<file path="config.mk">
export PLATFORM = sky130hd
export DESIGN_NAME = cfg_seq_ctrl
export DESIGN_NICKNAME = d
export VERILOG_FILES = /design/src/rtl/cfg_seq_pkg.sv /design/src/rtl/cfg_flash_reader.sv /design/src/rtl/cfg_opt_store.sv /design/src/rtl/cfg_seq_fsm.sv /design/src/rtl/cfg_seq_ctrl.sv
export SDC_FILE = /design/constraint.sdc
export NUM_CORES = 1
export LEC_CHECK = 0
export ABC_AREA = 1
export BUFFER_PORTS_ARGS = -buffer_cell sky130_fd_sc_hd__buf_2
export CORE_MARGIN = 3
export CORE_UTILIZATION = 25
export DETAILED_ROUTE_END_ITERATION = 8
export SETUP_SLACK_MARGIN = 0.5
export SLEW_MARGIN = 20
export SYNTH_ARGS = -nofsm -noshare
export SYNTH_HDL_FRONTEND = slang
export SYNTH_SLANG_ARGS = --single-unit
</file>
<file path="constraint.sdc">
create_clock -name clk -period 4.6 [get_ports clk]
set_clock_uncertainty 0.1 [all_clocks]
set_input_delay 0.92 -clock clk [delete_from_list [all_inputs] [get_ports clk]]
set_output_delay 0.92 -clock clk [all_outputs]
set_load 0.02 [all_outputs]
</file>
<file path="src/rtl/cfg_seq_pkg.sv">
package cfg_seq_pkg;

  typedef enum logic [2:0] {
    ST_IDLE   = 3'd0,
    ST_OPTS   = 3'd1,
    ST_WAIT   = 3'd2,
    ST_STREAM = 3'd3,
    ST_DONE   = 3'd4,
    ST_ERROR  = 3'd5
  } seq_state_t;

  typedef enum logic [1:0] {
    RD_IDLE = 2'd0,
    RD_REQ  = 2'd1,
    RD_RSP  = 2'd2
  } rd_state_t;

  typedef struct packed {
    logic [1:0] scheme;
    logic [3:0] clkdiv;
    logic       decomp;
  } opt_cfg_t;

endpackage

</file>
<file path="src/rtl/cfg_flash_reader.sv">
module cfg_flash_reader
  import cfg_seq_pkg::*;
#(
  parameter int ADDR_W = 20,
  parameter int DATA_W = 16,
  parameter int CNT_W  = 16
) (
  input  logic              clk,
  input  logic              rst_n,
  input  logic              start,
  input  logic [ADDR_W-1:0] base,
  input  logic [CNT_W-1:0]  len,
  input  logic              abort,
  input  logic              sink_ready,
  output logic              req_valid,
  input  logic              req_ready,
  output logic [ADDR_W-1:0] req_addr,
  input  logic              rsp_valid,
  output logic              rsp_ready,
  input  logic [DATA_W-1:0] rsp_data,
  output logic              word_valid,
  output logic [DATA_W-1:0] word_data,
  output logic              idle
);

  rd_state_t         st;
  logic [ADDR_W-1:0] addr;
  logic [CNT_W-1:0]  remain;
  logic              drop;

  always_ff @(posedge clk) begin
    if (!rst_n) begin
      st     <= RD_IDLE;
      addr   <= '0;
      remain <= '0;
      drop   <= 1'b0;
    end else begin
      case (st)
        RD_IDLE: begin
          if (start && !abort && (len != '0)) begin
            addr   <= base;
            remain <= len;
            st     <= RD_REQ;
          end
        end
        RD_REQ: begin
          if (abort) begin
            st <= RD_IDLE;
          end else if (req_ready) begin
            addr <= addr + ADDR_W'(1);
            st   <= RD_RSP;
          end
        end
        RD_RSP: begin
          if (rsp_valid && rsp_ready) begin
            drop   <= 1'b0;
            remain <= remain - CNT_W'(1);
            if (drop || abort || (remain == CNT_W'(1))) st <= RD_IDLE;
            else st <= RD_REQ;
          end else if (abort) begin
            drop <= 1'b1;
          end
        end
        default: st <= RD_IDLE;
      endcase
    end
  end

  always_comb begin
    req_valid  = (st == RD_REQ) && !abort;
    req_addr   = addr;
    rsp_ready  = (st == RD_RSP) && (drop || abort || sink_ready);
    word_valid = (st == RD_RSP) && rsp_valid && !drop && !abort;
    word_data  = rsp_data;
    idle       = (st == RD_IDLE);
  end

  // a pending request keeps its address until accepted
  assert_req_hold_R2: assert property (@(posedge clk) disable iff (!rst_n)
    (req_valid && !req_ready) |=> (abort || (req_valid && $stable(req_addr))));

  // never a request while a response is awaited
  assert_one_outstanding_R2: assert property (@(posedge clk) disable iff (!rst_n)
    (req_valid && req_ready) |=> !req_valid);

endmodule

</file>
<file path="src/rtl/cfg_opt_store.sv">
module cfg_opt_store
  import cfg_seq_pkg::*;
#(
  parameter int DATA_W    = 16,
  parameter int PAGE_W    = 3,
  parameter int OPT_WORDS = 32
) (
  input  logic              clk,
  input  logic              rst_n,
  input  logic              clear,
  input  logic              cap_valid,
  input  logic [DATA_W-1:0] cap_data,
  input  logic [PAGE_W-1:0] page,
  output opt_cfg_t          cfg,
  output logic [DATA_W-1:0] page_start,
  output logic [DATA_W-1:0] page_len
);

  localparam int PAGES = 2 ** PAGE_W;
  localparam int TBL_N = 2 * PAGES;
  localparam int IDX_W = $clog2(OPT_WORDS + 1);

  logic [IDX_W-1:0]  idx;
  logic [DATA_W-1:0] tbl [TBL_N];
  opt_cfg_t          cfg_q;

  always_ff @(posedge clk) begin
    if (!rst_n) begin
      idx   <= '0;
      cfg_q <= '0;
    end else if (clear) begin
      idx <= '0;
    end else if (cap_valid) begin
      idx <= idx + IDX_W'(1);
      if (idx == '0) begin
        cfg_q.scheme <= cap_data[1:0];
        cfg_q.clkdiv <= cap_data[5:2];
        cfg_q.decomp <= cap_data[6];
      end
    end
  end

  for (genvar g = 0; g < TBL_N; g++) begin : g_tbl
    always_ff @(posedge clk) begin
      if (!rst_n) tbl[g] <= '0;
      else if (cap_valid && !clear && (idx == IDX_W'(g + 1))) tbl[g] <= cap_data;
    end
  end

  always_comb begin
    cfg        = cfg_q;
    page_start = tbl[{page, 1'b0}];
    page_len   = tbl[{page, 1'b1}];
  end

  // capture never runs past the option area
  assert_idx_bound_R2: assert property (@(posedge clk) disable iff (!rst_n)
    cap_valid |-> (idx < IDX_W'(OPT_WORDS)));

endmodule

</file>
<file path="src/rtl/cfg_seq_fsm.sv">
module cfg_seq_fsm
  import cfg_seq_pkg::*;
#(
  parameter int PAGE_W = 3
) (
  input  logic              clk,
  input  logic              rst_n,
  input  logic [PAGE_W-1:0] page_sel,
  input  logic              tgt_ok,
  input  logic              tgt_done,
  input  logic              rd_idle,
  output seq_state_t        st,
  output logic [PAGE_W-1:0] page,
  output logic              rd_start,
  output logic              rd_opts,
  output logic              rd_abort,
  output logic              err_flag
);

  always_ff @(posedge clk) begin
    if (!rst_n) begin
      st       <= ST_IDLE;
      page     <= '0;
      err_flag <= 1'b0;
    end else begin
      case (st)
        ST_IDLE: begin
          page <= page_sel;
          st   <= ST_OPTS;
        end
        ST_OPTS:   if (rd_idle) st <= ST_WAIT;
        ST_WAIT:   if (tgt_ok && !tgt_done && rd_idle) st <= ST_STREAM;
        ST_STREAM: begin
          if (!tgt_ok) begin
            st       <= ST_ERROR;
            err_flag <= 1'b1;
          end else if (tgt_done) begin
            st <= ST_DONE;
          end
        end
        ST_ERROR:  st <= ST_WAIT;
        ST_DONE:   st <= ST_DONE;
        default:   st <= ST_IDLE;
      endcase
    end
  end

  always_comb begin
    rd_start = 1'b0;
    rd_opts  = 1'b0;
    rd_abort = 1'b0;
    case (st)
      ST_IDLE: begin
        rd_start = 1'b1;
        rd_opts  = 1'b1;
      end
      ST_WAIT:   rd_start = tgt_ok && !tgt_done && rd_idle;
      ST_STREAM: rd_abort = !tgt_ok || tgt_done;
      ST_DONE:   rd_abort = 1'b1;
      default: ;
    endcase
  end

  // error state lasts one cycle and leads to waiting
  assert_err_to_wait_R8: assert property (@(posedge clk) disable iff (!rst_n)
    (st == ST_ERROR) |=> (st == ST_WAIT));

  // error flag is sticky
  assert_err_sticky_R8: assert property (@(posedge clk) disable iff (!rst_n)
    err_flag |=> err_flag);

  // done is final until reset
  assert_done_sticky_R9: assert property (@(posedge clk) disable iff (!rst_n)
    (st == ST_DONE) |=> (st == ST_DONE));

endmodule

</file>
<file path="src/rtl/cfg_seq_ctrl.sv">
module cfg_seq_ctrl
  import cfg_seq_pkg::*;
#(
  parameter int ADDR_W    = 20,
  parameter int DATA_W    = 16,
  parameter int PAGE_W    = 3,
  parameter int OPT_WORDS = 32,
  parameter int OPT_BASE  = 'h8000
) (
  input  logic              clk,
  input  logic              rst_n,
  input  logic [PAGE_W-1:0] page_sel,
  input  logic              tgt_ok,
  input  logic              tgt_done,
  output logic              rd_req_valid,
  input  logic              rd_req_ready,
  output logic [ADDR_W-1:0] rd_req_addr,
  input  logic              rd_rsp_valid,
  output logic              rd_rsp_ready,
  input  logic [DATA_W-1:0] rd_rsp_data,
  output logic              out_valid,
  input  logic              out_ready,
  output logic [DATA_W-1:0] out_data,
  output logic [1:0]        cfg_scheme,
  output logic [3:0]        cfg_clkdiv,
  output logic              cfg_decomp,
  output logic              err_flag,
  output logic [2:0]        status
);

  localparam int PAD_W = ADDR_W - DATA_W;

  seq_state_t        st;
  logic [PAGE_W-1:0] page;
  logic              rd_start, rd_opts, rd_abort, rd_idle;
  logic              word_valid, sink_ready;
  logic [DATA_W-1:0] word_data;
  logic [DATA_W-1:0] page_start, page_len;
  logic [ADDR_W-1:0] rd_base;
  logic [DATA_W-1:0] rd_len;
  opt_cfg_t          cfg;

  cfg_seq_fsm #(.PAGE_W(PAGE_W)) i_fsm (
    .clk(clk), .rst_n(rst_n), .page_sel(page_sel), .tgt_ok(tgt_ok),
    .tgt_done(tgt_done), .rd_idle(rd_idle), .st(st), .page(page),
    .rd_start(rd_start), .rd_opts(rd_opts), .rd_abort(rd_abort),
    .err_flag(err_flag)
  );

  always_comb begin
    rd_base    = rd_opts ? ADDR_W'(OPT_BASE) : {{PAD_W{1'b0}}, page_start};
    rd_len     = rd_opts ? DATA_W'(OPT_WORDS) : page_len;
    sink_ready = (st == ST_OPTS) ? 1'b1 : out_ready;
  end

  cfg_flash_reader #(.ADDR_W(ADDR_W), .DATA_W(DATA_W), .CNT_W(DATA_W)) i_reader (
    .clk(clk), .rst_n(rst_n), .start(rd_start), .base(rd_base), .len(rd_len),
    .abort(rd_abort), .sink_ready(sink_ready),
    .req_valid(rd_req_valid), .req_ready(rd_req_ready), .req_addr(rd_req_addr),
    .rsp_valid(rd_rsp_valid), .rsp_ready(rd_rsp_ready), .rsp_data(rd_rsp_data),
    .word_valid(word_valid), .word_data(word_data), .idle(rd_idle)
  );

  cfg_opt_store #(.DATA_W(DATA_W), .PAGE_W(PAGE_W), .OPT_WORDS(OPT_WORDS)) i_opts (
    .clk(clk), .rst_n(rst_n), .clear(rd_start && rd_opts),
    .cap_valid(word_valid && (st == ST_OPTS)), .cap_data(word_data),
    .page(page), .cfg(cfg), .page_start(page_start), .page_len(page_len)
  );

  always_comb begin
    out_valid  = word_valid && (st == ST_STREAM);
    out_data   = word_data;
    cfg_scheme = cfg.scheme;
    cfg_clkdiv = cfg.clkdiv;
    cfg_decomp = cfg.decomp;
    status     = st;
  end

  // no flash request while holding off for the target
  assert_wait_no_req_R6: assert property (@(posedge clk) disable iff (!rst_n)
    (st == ST_WAIT) |-> !rd_req_valid);

  // output holds under back-pressure unless aborted or finished
  assert_out_hold_R7: assert property (@(posedge clk) disable iff (!rst_n)
    (out_valid && !out_ready) |=>
      (!tgt_ok || tgt_done || (out_valid && $stable(out_data))));

  // nothing delivered once done
  assert_done_quiet_R9: assert property (@(posedge clk) disable iff (!rst_n)
    (st == ST_DONE) |-> !out_valid);

endmodule

</file>
==> key figures, run 1 <==
Logic synthesis
  – Syn Area/Cell: 8.74 um2
  – Post-synthesis mux area share: 0.0645%
  – Yosys top cell area share: 49.6%
  – Synth warn: 0
  – Synth Net Count: 1808
  – Largest family of logic cells by synthesized area: simple AND/OR/NAND/NOR gates
  – Cell count after synthesis: 1775
  – Flop and latch count out of synthesis: 318
  – XOR/XNOR share of the synthesized area: 0.621%
  – Synth top area cells: edfxtp_1 (50%), nor2_1 (10%), dfxtp_1 (8.0%)
  – Adder-cell area share of the yosys netlist: 0.565%
  – Synth unique cells: 47
  – Mapped cell area: 0.0155 mm2
  – Share of the synthesized area in compound gates (AO/OA/AOI/OAI): 8.30%
  – Sequential fraction of the synthesis area: 57.6%
  – Post-Synth Simple-Gate Area: 24.4%
  – Synth area leader: edfxtp_1

Finish
  – Util after Layout: 29.0%
  – P&R area growth vs syn: 13.9%
  – Most common cell after layout, fill and taps aside: nor2_1
  – Ant diodes: 0
  – Share of layout cells above drive strength 1: 10.6%
  – Most frequent cells in the layout: nor2_1 (432), nand2_1 (311), edfxtp_1 (256), inv_1 (165), o21ai_0 (114)
  – FILL cells: 6462
  – Total Nets Final: 1828

Clock network
  – TritonCTS clock tree: done
  – CTS root buffer: clkbuf_16
  – CTS Buf Count: 37
  – Post_cts resized: 0
  – CTS Sinks: 318
  – Clock Latency Late Sink: 550 ps
  – Postcts setup bufs: 0
  – CTS Buffer Depth: 3
  – Hold buffer count at cts: 0
  – Clock transition at the registers of the reported paths: 60 ps
  – Htree depth: 2

Timing
  – Final worst-path cycle share: 75.6%
  – Unrepaired setup endpoints after global routing: no
  – Total Neg Setup Slack: 0 ps
  – Slew @ Worst Pin: 892 ps
  – Worst hold slack: 391 ps
  – Hold Vio Cnt, Final: 0
  – Final Slew Violations: 0
  – Max Clk Rate: 288 MHz
  – Final setup violation count: 0
  – Slew HR: 40.2%
  – Post-route minimum period: 3480 ps

Critical path
  – Crit-path slowest cell: dfxtp_2
  – Critical path type: flip-flop to flip-flop
  – Worst setup SP type: flip-flop
  – Crit end category: flip-flop
  – CP required: 4930 ps
  – Max Fanout on Critical Path: 29
  – Crit path largest cell delay: 720 ps
  – CP Cell Sequence: inv_2 -> nand3_1 -> nand2_1 -> nor2_1 -> nor2_1 -> nor2_1 -> nand2_1 -> nor2_1 -> nand2_1 -> nand2_2 -> nand2_4 -> nand3_1 -> nand2_1 -> nand2_1 -> nor2_1
  – Buf/Inv on CP: 1
  – Worst path arrival time: 3810 ps
  – Family with the most delay on the worst path: simple AND/OR/NAND/NOR gates

Floorplanning
  – Die area: 0.0651 mm2
  – Core footprint: 0.0609 mm2
  – Die Height: 255 um
  – Initial Util: 25.5%
  – Site Rows: 90
  – Die width: 255 um
  – IO Pins: 76

Min path
  – Worst Hold Class: flip-flop to flip-flop
  – HP Start: i_fsm.page[2]$_SDFFE_PN0P_

Drt
  – DR WL/cell: 16.7 um
  – Vias per cell: 4.63
  – Residual DRC count: 0
  – Antenna Nets Post-Route: 0
  – Vias: 12300
  – WL final: 44300 um
  – Drt first-iter violations: 1219
  – DR pass1 iterations: 5

Placement
  – PortBufs: 75
  – DP HPWL: 27700 um
  – GP Congestion: 0.825

GRT
  – Initial antenna violation count: 0
  – Grt ovf: 0
  – Largest net degree at the start of global routing: 66
  – Global-route wire length before repair: 68600 um
  – Gr usage total: 13.6%
  – Vias in the first global route: 11800

Power
  – Maximum VDD drop: 0.241 mV
  – PwrDens: 559 mW/mm2
  – Leakage: 7.20 nW

Flow run
  – Max Cap Viol: 0

Outcome
  – Status: finished clean
[report_power, final]
group	internal, mW	total, mW	switching, mW
clock	1.65	2.83	1.18
combinational	0.989	3.46	2.47
sequential	3.36	3.59	0.223
total	6.01	9.88	3.87
[routing by layer]
metal	up-vias	global-route usage, %	routed length (um)
met5	-	0	0
met3	52	2.37	3350
li1	5864	-	-
met4	0	3.24	790
met2	453	21.1	19500
met1	5909	19.7	20700
[through the flow]
stage / std cells / setup slack (ps) / area [um2] / total power, mW
global route: 2650 / 750 / 17700 / 10.5
floorplan: 1775 / 867 / 15500 / 6.08
CTS: 2650 / 1140 / 17700 / 9.91
global placement: 2584 / 1150 / 16500 / 7.02
finish: 2650 / 1120 / 17700 / 9.88
detailed placement: 2584 / 1130 / 16500 / 7.07
[sequential cells by signal, summed over array words and instances (netlist names), named ones only]
name,count
i_reader.remain,16
i_fsm.err_flag,1
i_fsm.page,3
i_reader.st,2
i_opts.cfg,7
i_opts.idx,6
i_fsm.st,3
i_reader.drop,1
i_reader.req_addr,20
i_opts.tbl,256
[worst reg2reg max path: cells and delay by family, from the launching register on]
family	cells	cell delay, ps
buffers and inverters	1	440
AND/OR/NAND/NOR	14	2120
flip-flops	1	720
[cell type report]
class | count | area, um2 | share of cell area (%)
clock inverters | 16 | 143 | 0.808
flip-flops and latches | 318 | 8930 | 50.6
multi-input cells | 1156 | 5270 | 29.9
well taps | 828 | 1040 | 5.87
clock buffers | 50 | 1000 | 5.69
repair buffers | 103 | 598 | 3.39
inverters | 179 | 673 | 3.81
[synthesized netlist by cell type (all sizes together)]
library cell  instances
inv                 172
nor3                 13
clkinv                7
nand2               314
a31oi                 3
a31o                  1
a21boi                1
o2bb2ai               1
o31ai                 2
mux2i                 1
dfxtp                62
ha                    7
nand3               123
buf                  70
a2bb2oi               1
a311oi                1
nor3b                 1
xor2                 11
nor2                434
a211oi                3
clkbuf               52
nand3b                1
edfxtp              256
nand4                22
o21ai               133
a21oi                34
nor4                  2
a32o                  1
o2111a                1
o211ai               10
or2                   3
o22ai                17
a21o                  1
o221ai               14
[final timing paths]
| check | to | slack [ps] | cells after the start |
|---|---|---|---|
| hold reg to reg | i_fsm.page[2]$_SDFFE_PN0P_ | 390 | 2 |
| setup reg to reg | i_reader.remain[3]$_SDFFE_PN0P_ | 1120 | 15 |
| hold / removal | i_fsm.page[2]$_SDFFE_PN0P_ | 390 | 2 |
| setup / recovery | i_reader.remain[3]$_SDFFE_PN0P_ | 1120 | 15 |
[logic make-up after synthesis]
kind of cell	after synthesis
AND/OR/NAND/NOR	913
flip-flops	318
buffers and inverters	301
AO/OA/AOI/OAI	224
XOR/XNOR	11
adder cells (fa/ha/maj)	7
multiplexers	1
Power figures use the tool's default switching activity.
==> run 2: changes to the inputs <==
clock period = 3.4 ns   (was 4.6 ns; I/O delays follow)
==> run 2 against run 1 <==
Flip-flop and latch count is the same; critical path depth down 8; highest routed layer unchanged; count of clock-buffer cells in the layout down 7; sequential power rose by 35%; first-iteration DRC count increased by 0.16%.
==> key figures, run 2 (synthesis results as in run 1) <==
Critical path
  – Crit end category: output pin (was flip-flop)
  – RR Endpoint: i_reader.remain[3]$_SDFFE_PN0P_ (unchanged)
  – CP required: 2620 ps (was 4930 ps)
  – Reg2reg path depth: 19 (was 15)
  – R2r setup slk: 700 ps (was 1120 ps)
  – Max Fanout on Critical Path: 5 (was 29)
  – Worst path arrival time: 2000 ps (was 3810 ps)
  – Worst setup SP type: flip-flop (unchanged)
  – Critical path type: flip-flop to output pin (was flip-flop to flip-flop)

Timing
  – Final worst-path cycle share: 81.6%
  – Worst hold slack: 342 ps (was 391 ps)
  – Post-route minimum period: 2780 ps
  – Unrepaired setup endpoints after global routing: no (unchanged)
  – Slew HR: 40.9% (was 40.2%)
  – Hold Vio Cnt, Final: 0 (unchanged)
  – Slew @ Worst Pin: 885 ps (was 892 ps)
  – Final Slew Violations: 0 (unchanged)
  – Max Clk Rate: 360 MHz
  – Setup WS post-layout: 625 ps (was 1120 ps)
  – Final setup violation count: 0 (unchanged)
  – Total Neg Setup Slack: 0 ps (unchanged)

Clock network
  – Htree depth: 2 (unchanged)
  – CTS Buffer Depth: 3 (unchanged)
  – CTS Sinks: 318 (unchanged)
  – CTS root buffer: clkbuf_16 (unchanged)
  – Clock transition at the registers of the reported paths: 60 ps (about the same)
  – TritonCTS clock tree: done (unchanged)
  – CTS Buf Count: 36 (was 37)
  – Clock Latency Late Sink: 550 ps (about the same)

Drt
  – Vias per cell: 4.55 (was 4.63)
  – Drt first-iter violations: 1221 (was 1219)
  – Vias: 12100 (was 12300)
  – DR pass1 iterations: 7 (was 5)
  – DR WL/cell: 16.5 um (was 16.7 um)
  – WL final: 44100 um (was 44300 um)
  – Antenna Nets Post-Route: 0 (unchanged)
  – Residual DRC count: 0 (unchanged)

Finish
  – Reg with most FFs: i_opts.tbl (unchanged)
  – Final Non-Filler Cells: 2666 (was 2650)
  – Most common cell after layout, fill and taps aside: nor2_1 (unchanged)
  – Share of layout cells above drive strength 1: 12.3% (was 10.6%)
  – Util after Layout: 29.5% (was 29.0%)
  – Most frequent cells in the layout: nor2_1 (431), nand2_1 (310), edfxtp_1 (256), inv_1 (162), o21ai_0 (114) (was nor2_1 (432), nand2_1 (311), edfxtp_1 (256), inv_1 (165), o21ai_0 (114))
  – Total Nets Final: 1846 (was 1828)
  – Design area: 0.0180 mm2 (was 0.0177 mm2)
  – P&R area growth vs syn: 15.8% (was 13.9%)
  – Ant diodes: 0 (unchanged)
  – Number of flip-flops in the largest register: 256 (unchanged)

GRT
  – Largest net degree at the start of global routing: 129 (was 66)
  – Global-route wire length before repair: 66900 um (was 68600 um)
  – Grt ovf: 0 (unchanged)
  – Met2 Use GR: 19.9% (was 21.1%)
  – Initial antenna violation count: 0 (unchanged)
  – Vias in the first global route: 11500 (was 11800)
  – Gr usage total: 13.2% (was 13.6%)
  – Top Usage Layer GRT: met2 (unchanged)
  – Met1 Usage GRT: 19.3% (was 19.7%)
  – GR Util met3: 2.26% (was 2.37%)

Min path
  – Worst Hold Path EP: i_reader.st[1]$_SDFFE_PN0P_ (was i_fsm.page[2]$_SDFFE_PN0P_)
  – Cells on Worst Hold Path: 3 (was 2)
  – Worst Hold Class: input port to flip-flop (was flip-flop to flip-flop)
  – HP Start: rd_req_ready (was i_fsm.page[2]$_SDFFE_PN0P_)

Placement
  – PortBufs: 75 (unchanged)
  – DP HPWL: 28000 um (was 27700 um)
  – GP Congestion: 0.845 (was 0.825)
  – Place WS: 323 ps (was 1130 ps)
  – Cells after DPL: 2596 (was 2584)
  – Dpl cell area: 0.0166 mm2 (was 0.0165 mm2)

Power
  – Leakage: 7.32 nW (was 7.20 nW)
  – Maximum VDD drop: 0.376 mV (was 0.241 mV)
  – Pwr Total: 13.6 mW (was 9.88 mW)
  – PwrDens: 760 mW/mm2 (was 559 mW/mm2)

Floorplanning
  – Die area: 0.0651 mm2 (unchanged)
  – IO Pins: 76 (unchanged)
  – Die Height: 255 um (unchanged)
  – Core footprint: 0.0609 mm2 (unchanged)
  – Site Rows: 90 (unchanged)
  – Initial Util: 25.5% (unchanged)
  – Die width: 255 um (unchanged)

Outcome
  – Status: finished clean (unchanged)

Flow run
  – Max Cap Viol: 0 (unchanged)
[run 2: cell types whose count changed in the layout (fill, tap and decap cells not counted), moves of 3 or more]
cell / before / now
clkbuf_1: 10 / 7
nand3_2: 15 / 20
inv_6: 4 / 1
o21ai_2: 0 / 4
clkbuf_8: 3 / 0
nand3_1: 108 / 103
buf_4: 27 / 39
clkinvlp_4: 0 / 4
inv_1: 165 / 162
o21ai_1: 19 / 15
[run 2: timing repair]
item | CTS | global route
resized for setup | 4 | 16
hold buffers | 0 | 0
buffers inserted | 1 | 3
pin swaps | 0 | 1
endpoints found under the setup margin | 35 | 38
gates cloned | 0 | 3
hold endpoints to repair | 0 | 0
[run 2: final cells by class]
type	count	area (um2)
Clock buffer	43	927
Clock inverter	20	189
Fill cell	6373	43000
Inverter	179	691
Multi-Input combinational cell	1156	5340
Sequential cell	318	8930
Tap cell	828	1040
Timing Repair Buffer	122	841
[run 2: worst max path at each step]
stage | start | to | slack, ps | cells past startpoint
2_1_floorplan | tgt_ok | i_opts.tbl[0][0]$_SDFFCE_PN0P_ | 130 | 10
4_1_cts | flip-flop | i_reader.remain[14]$_SDFFE_PN0P_ | 520 | 17
3_3_place_gp | tgt_ok | i_opts.tbl[11][12]$_SDFFCE_PN0P_ | 360 | 13
6_report | i_fsm.st[2]$_SDFFE_PN0P_ | rd_rsp_ready | 620 | 7
5_1_grt | flip-flop | i_reader.remain[5]$_SDFFE_PN0P_ | 490 | 17
3_5_place_dp | tgt_ok | i_opts.tbl[12][1]$_SDFFCE_PN0P_ | 320 | 13
[run 2: worst max-delay path: stages (launching register included)]
cell and delay [ps]:
dfxtp_1 440, inv_1 100, nor3_1 220, a21oi_2 80
nand2_1 110, inv_2 60, a31oi_1 210, buf_2 220
[run 2: where the power goes]
| group | internal [mW] | switching, mW |
|---|---|---|
| clock | 2.18 | 1.57 |
| sequential | 4.55 | 0.284 |
| combinational | 1.56 | 3.49 |
[run 2: layer usage]
layer	part of all wire, %	vias to the layer above	wire length, um
met5	0	-	0
met4	2.3	0	1020
met3	7.6	61	3360
met2	43	439	19100
met1	47	5724	20700
li1	-	5907	-
==> run 3: changes to the inputs <==
ABC_AREA = 0   (was 1)
clock period = 2.57 ns   (was 3.4 ns; I/O delays follow)
==> run 3 against run 2 <==
The run now ends with setup timing left; area after synthesis shrank 1.1%; flip-flop and latch count is the same; count of clock-buffer cells in the layout grew 3; critical endpoint is now i_reader.req_addr[9]$_SDFFE_PN0P_.
==> key figures, run 3 <==
Logic synthesis
  – Synth async-reset ratio: 0% (unchanged)
  – Synth Net Count: 1233 (was 1808)
  – Most common flop cell mapped by yosys: edfxtp_1 (unchanged)
  – Flop and latch count out of synthesis: 318 (unchanged)
  – Synth warn: 0 (unchanged)
  – Top-count cell post-synth: and2_1 (was nor2_1)
  – Cell count after synthesis: 1200 (was 1775)
  – Syn Area/Cell: 12.8 um2 (was 8.74 um2)
  – Synth unique cells: 67 (was 47)
  – Mapped cell area: 0.0153 mm2 (was 0.0155 mm2)
  – Post-synth top cells: and2_1 (259), edfxtp_1 (256), nor2_1 (72) (was nor2_1 (432), nand2_1 (311), edfxtp_1 (256))
  – Yosys top cell area share: 50.1% (was 49.6%)
  – Synth area leader: edfxtp_1 (unchanged)
  – Sequential fraction of the synthesis area: 58.2% (was 57.6%)
  – Synth top area cells: edfxtp_1 (50%), and2_1 (11%), mux4_2 (9.0%) (was edfxtp_1 (50%), nor2_1 (10%), dfxtp_1 (8.0%))
  – Post-synth EDFFs: 256 (unchanged)

Placement
  – DP HPWL: 28800 um (was 28000 um)
  – PortBufs: 75 (unchanged)
  – Place WS: -556 ps (was 323 ps)
  – GP Congestion: 0.801 (was 0.845)
  – Cells after DPL: 2051 (was 2596)
  – Dpl cell area: 0.0177 mm2 (was 0.0166 mm2)

Drt
  – Antenna Nets Post-Route: 0 (unchanged)
  – DR WL/cell: 20.7 um (was 16.5 um)
  – Vias: 10500 (was 12100)
  – WL final: 45500 um (was 44100 um)
  – Drt first-iter violations: 780 (was 1221)
  – Residual DRC count: 0 (unchanged)
  – Vias per cell: 4.78 (was 4.55)
  – DR pass1 iterations: 5 (was 7)

GRT
  – Largest net degree at the start of global routing: 42 (was 129)
  – Gr usage total: 14.0% (was 13.2%)
  – Global-route wire length before repair: 67900 um (was 66900 um)
  – Vias in the first global route: 10700 (was 11500)
  – Initial antenna violation count: 2 (was 0)
  – Grt ovf: 0 (unchanged)

Floorplanning
  – Die width: 254 um (was 255 um)
  – Die area: 0.0644 mm2 (was 0.0651 mm2)
  – Initial Util: 25.3% (was 25.5%)
  – Die Height: 254 um (was 255 um)
  – Site Rows: 90 (unchanged)
  – Core footprint: 0.0606 mm2 (was 0.0609 mm2)
  – IO Pins: 76 (unchanged)

Timing
  – Slew @ Worst Pin: 604 ps (was 885 ps)
  – Final setup violation count: 356 (was 0)
  – Setup WS post-layout: -507 ps (was 625 ps)
  – Post-route minimum period: 3080 ps
  – Slew HR: 59.7% (was 40.9%)
  – Unrepaired setup endpoints after global routing: yes (was no)
  – Final worst-path cycle share: 120%
  – Hold Vio Cnt, Final: 0 (unchanged)
  – Final Slew Violations: 0 (unchanged)
  – Max Clk Rate: 325 MHz

Finish
  – Total Nets Final: 1429 (was 1846)
  – Final Non-Filler Cells: 2198 (was 2666)
  – Number of flip-flops in the largest register: 256 (unchanged)
  – Design area: 0.0202 mm2 (was 0.0180 mm2)
  – Reg with most FFs: i_opts.tbl (unchanged)
  – P&R area growth vs syn: 32.0% (was 15.8%)
  – Ant diodes: 0 (unchanged)
  – Util after Layout: 33.4% (was 29.5%)
  – Share of layout cells above drive strength 1: 34.6% (was 12.3%)
  – Most common cell after layout, fill and taps aside: edfxtp_1 (was nor2_1)
  – Most frequent cells in the layout: edfxtp_1 (256), and2_1 (245), buf_4 (86), buf_2 (73), mux4_2 (61) (was nor2_1 (431), nand2_1 (310), edfxtp_1 (256), inv_1 (162), o21ai_0 (114))

Critical path
  – Crit end category: flip-flop (was output pin)
  – Worst setup SP type: flip-flop (unchanged)
  – CP required: 2890 ps (was 2620 ps)
  – Worst path arrival time: 3390 ps (was 2000 ps)
  – Max Fanout on Critical Path: 22 (was 5)
  – Critical path type: flip-flop to flip-flop (was flip-flop to output pin)

Clock network
  – CTS Buffer Depth: 3 (unchanged)
  – Hold buffer count at cts: 0 (unchanged)
  – Htree depth: 2 (unchanged)
  – CTS root buffer: clkbuf_16 (unchanged)
  – CTS Buf Count: 36 (unchanged)
  – Clock transition at the registers of the reported paths: 60 ps (about the same)
  – TritonCTS clock tree: done (unchanged)
  – CTS Sinks: 318 (unchanged)
  – Clock Latency Late Sink: 530 ps (was 550 ps)

Power
  – Switching share of total power: 31.2% (was 39.2%)
  – Pwr Total: 15.8 mW (was 13.6 mW)
  – Leakage: 7.23 nW (was 7.32 nW)
  – Psw: 4.94 mW (was 5.34 mW)
  – Clock Power Share: 30.7% (was 27.5%)
  – Sequential power share: 39.4% (was 35.5%)
  – Maximum VDD drop: 0.373 mV (was 0.376 mV)
  – PwrDens: 782 mW/mm2 (was 760 mW/mm2)
  – Comb power frac: 29.9% (was 37.0%)
  – Internal power: 10.9 mW (was 8.29 mW)

Flow run
  – Max Cap Viol: 0 (unchanged)

Min path
  – Worst Hold Class: input port to flip-flop (unchanged)
  – HP Start: page_sel[2] (was rd_req_ready)

Outcome
  – Failing checks: setup timing
  – Status: finished, violations left (was finished clean)
run 3: area by class of cell:
class	instances	area [um2]
clock buffers	46	960
clock inverters	12	109
fillers	5858	40300
inverters	10	37.5
multi-input cells	773	6550
flip-flops and latches	318	8950
well taps	782	978
repair buffers	257	2660
run 3: timing repair:
action | in CTS | in global routing
endpoints found under the setup margin | 559 | 561
gates resized for setup | 64 | 54
gates cloned | 10 | 3
buffers inserted | 60 | 16
pin swaps | 29 | 27
run 3: power by group through the flow:
stage,combinational (mW),clock [mW],sequential [mW]
after CTS,4.60,4.95,6.22
final,4.74,4.86,6.23
after global routing,5.09,5.16,6.28
after detailed placement,4.11,0,6.34
after floorplan,2.70,0,6.31
after global placement,4.05,0,6.31
run 3: routing by layer:
layer	share of wire, %	GRT usage [%]	vias up
met1	45	19.1	5308
met3	5.6	2.72	60
met5	0	0	-
met2	47	22.9	323
met4	2.5	3.65	0
li1	-	-	4825
run 3: final timing paths:
check / end / slack, ps / depth (start not counted)
setup / recovery: i_reader.req_addr[9]$_SDFFE_PN0P_ / -510 / 9
hold / removal: flip-flop / 180 / 3
setup reg to reg: i_reader.req_addr[9]$_SDFFE_PN0P_ / -510 / 9
hold reg to reg: i_fsm.err_flag$_SDFFE_PN0P_ / 370 / 2
run 3: metrics by stage:
step | hold slack, ps | setup TNS, ps
after global routing | 182 | -106300
after floorplan | 328 | -6960
after CTS | 153 | -46860
final | 180 | -54420
after detailed placement | 369 | -17100
after global placement | 349 | -16860
run 3: cells by family (layout without fill, tap and decap cells):
group	Yosys count	count (layout)	share of synthesized area, %
AND/OR/NAND/NOR	493	493	18.1
XOR/XNOR	4	4	0.228
AO/OA/AOI/OAI	167	167	7.60
adder cells (fa/ha/maj)	7	7	0.571
multiplexers	102	102	11.8
buffers and inverters	109	325	3.49
flip-flops	318	318	58.2
run 3: worst max-delay path: stages, from the launching register on:
cell and delay, ps:
dfxtp_4 450, buf_6 130, mux4_2 500, mux2i_1 190
nor2_1 90, or4b_4 570, o311ai_4 360, buf_12 230
a21oi_1 100, o221a_2 240
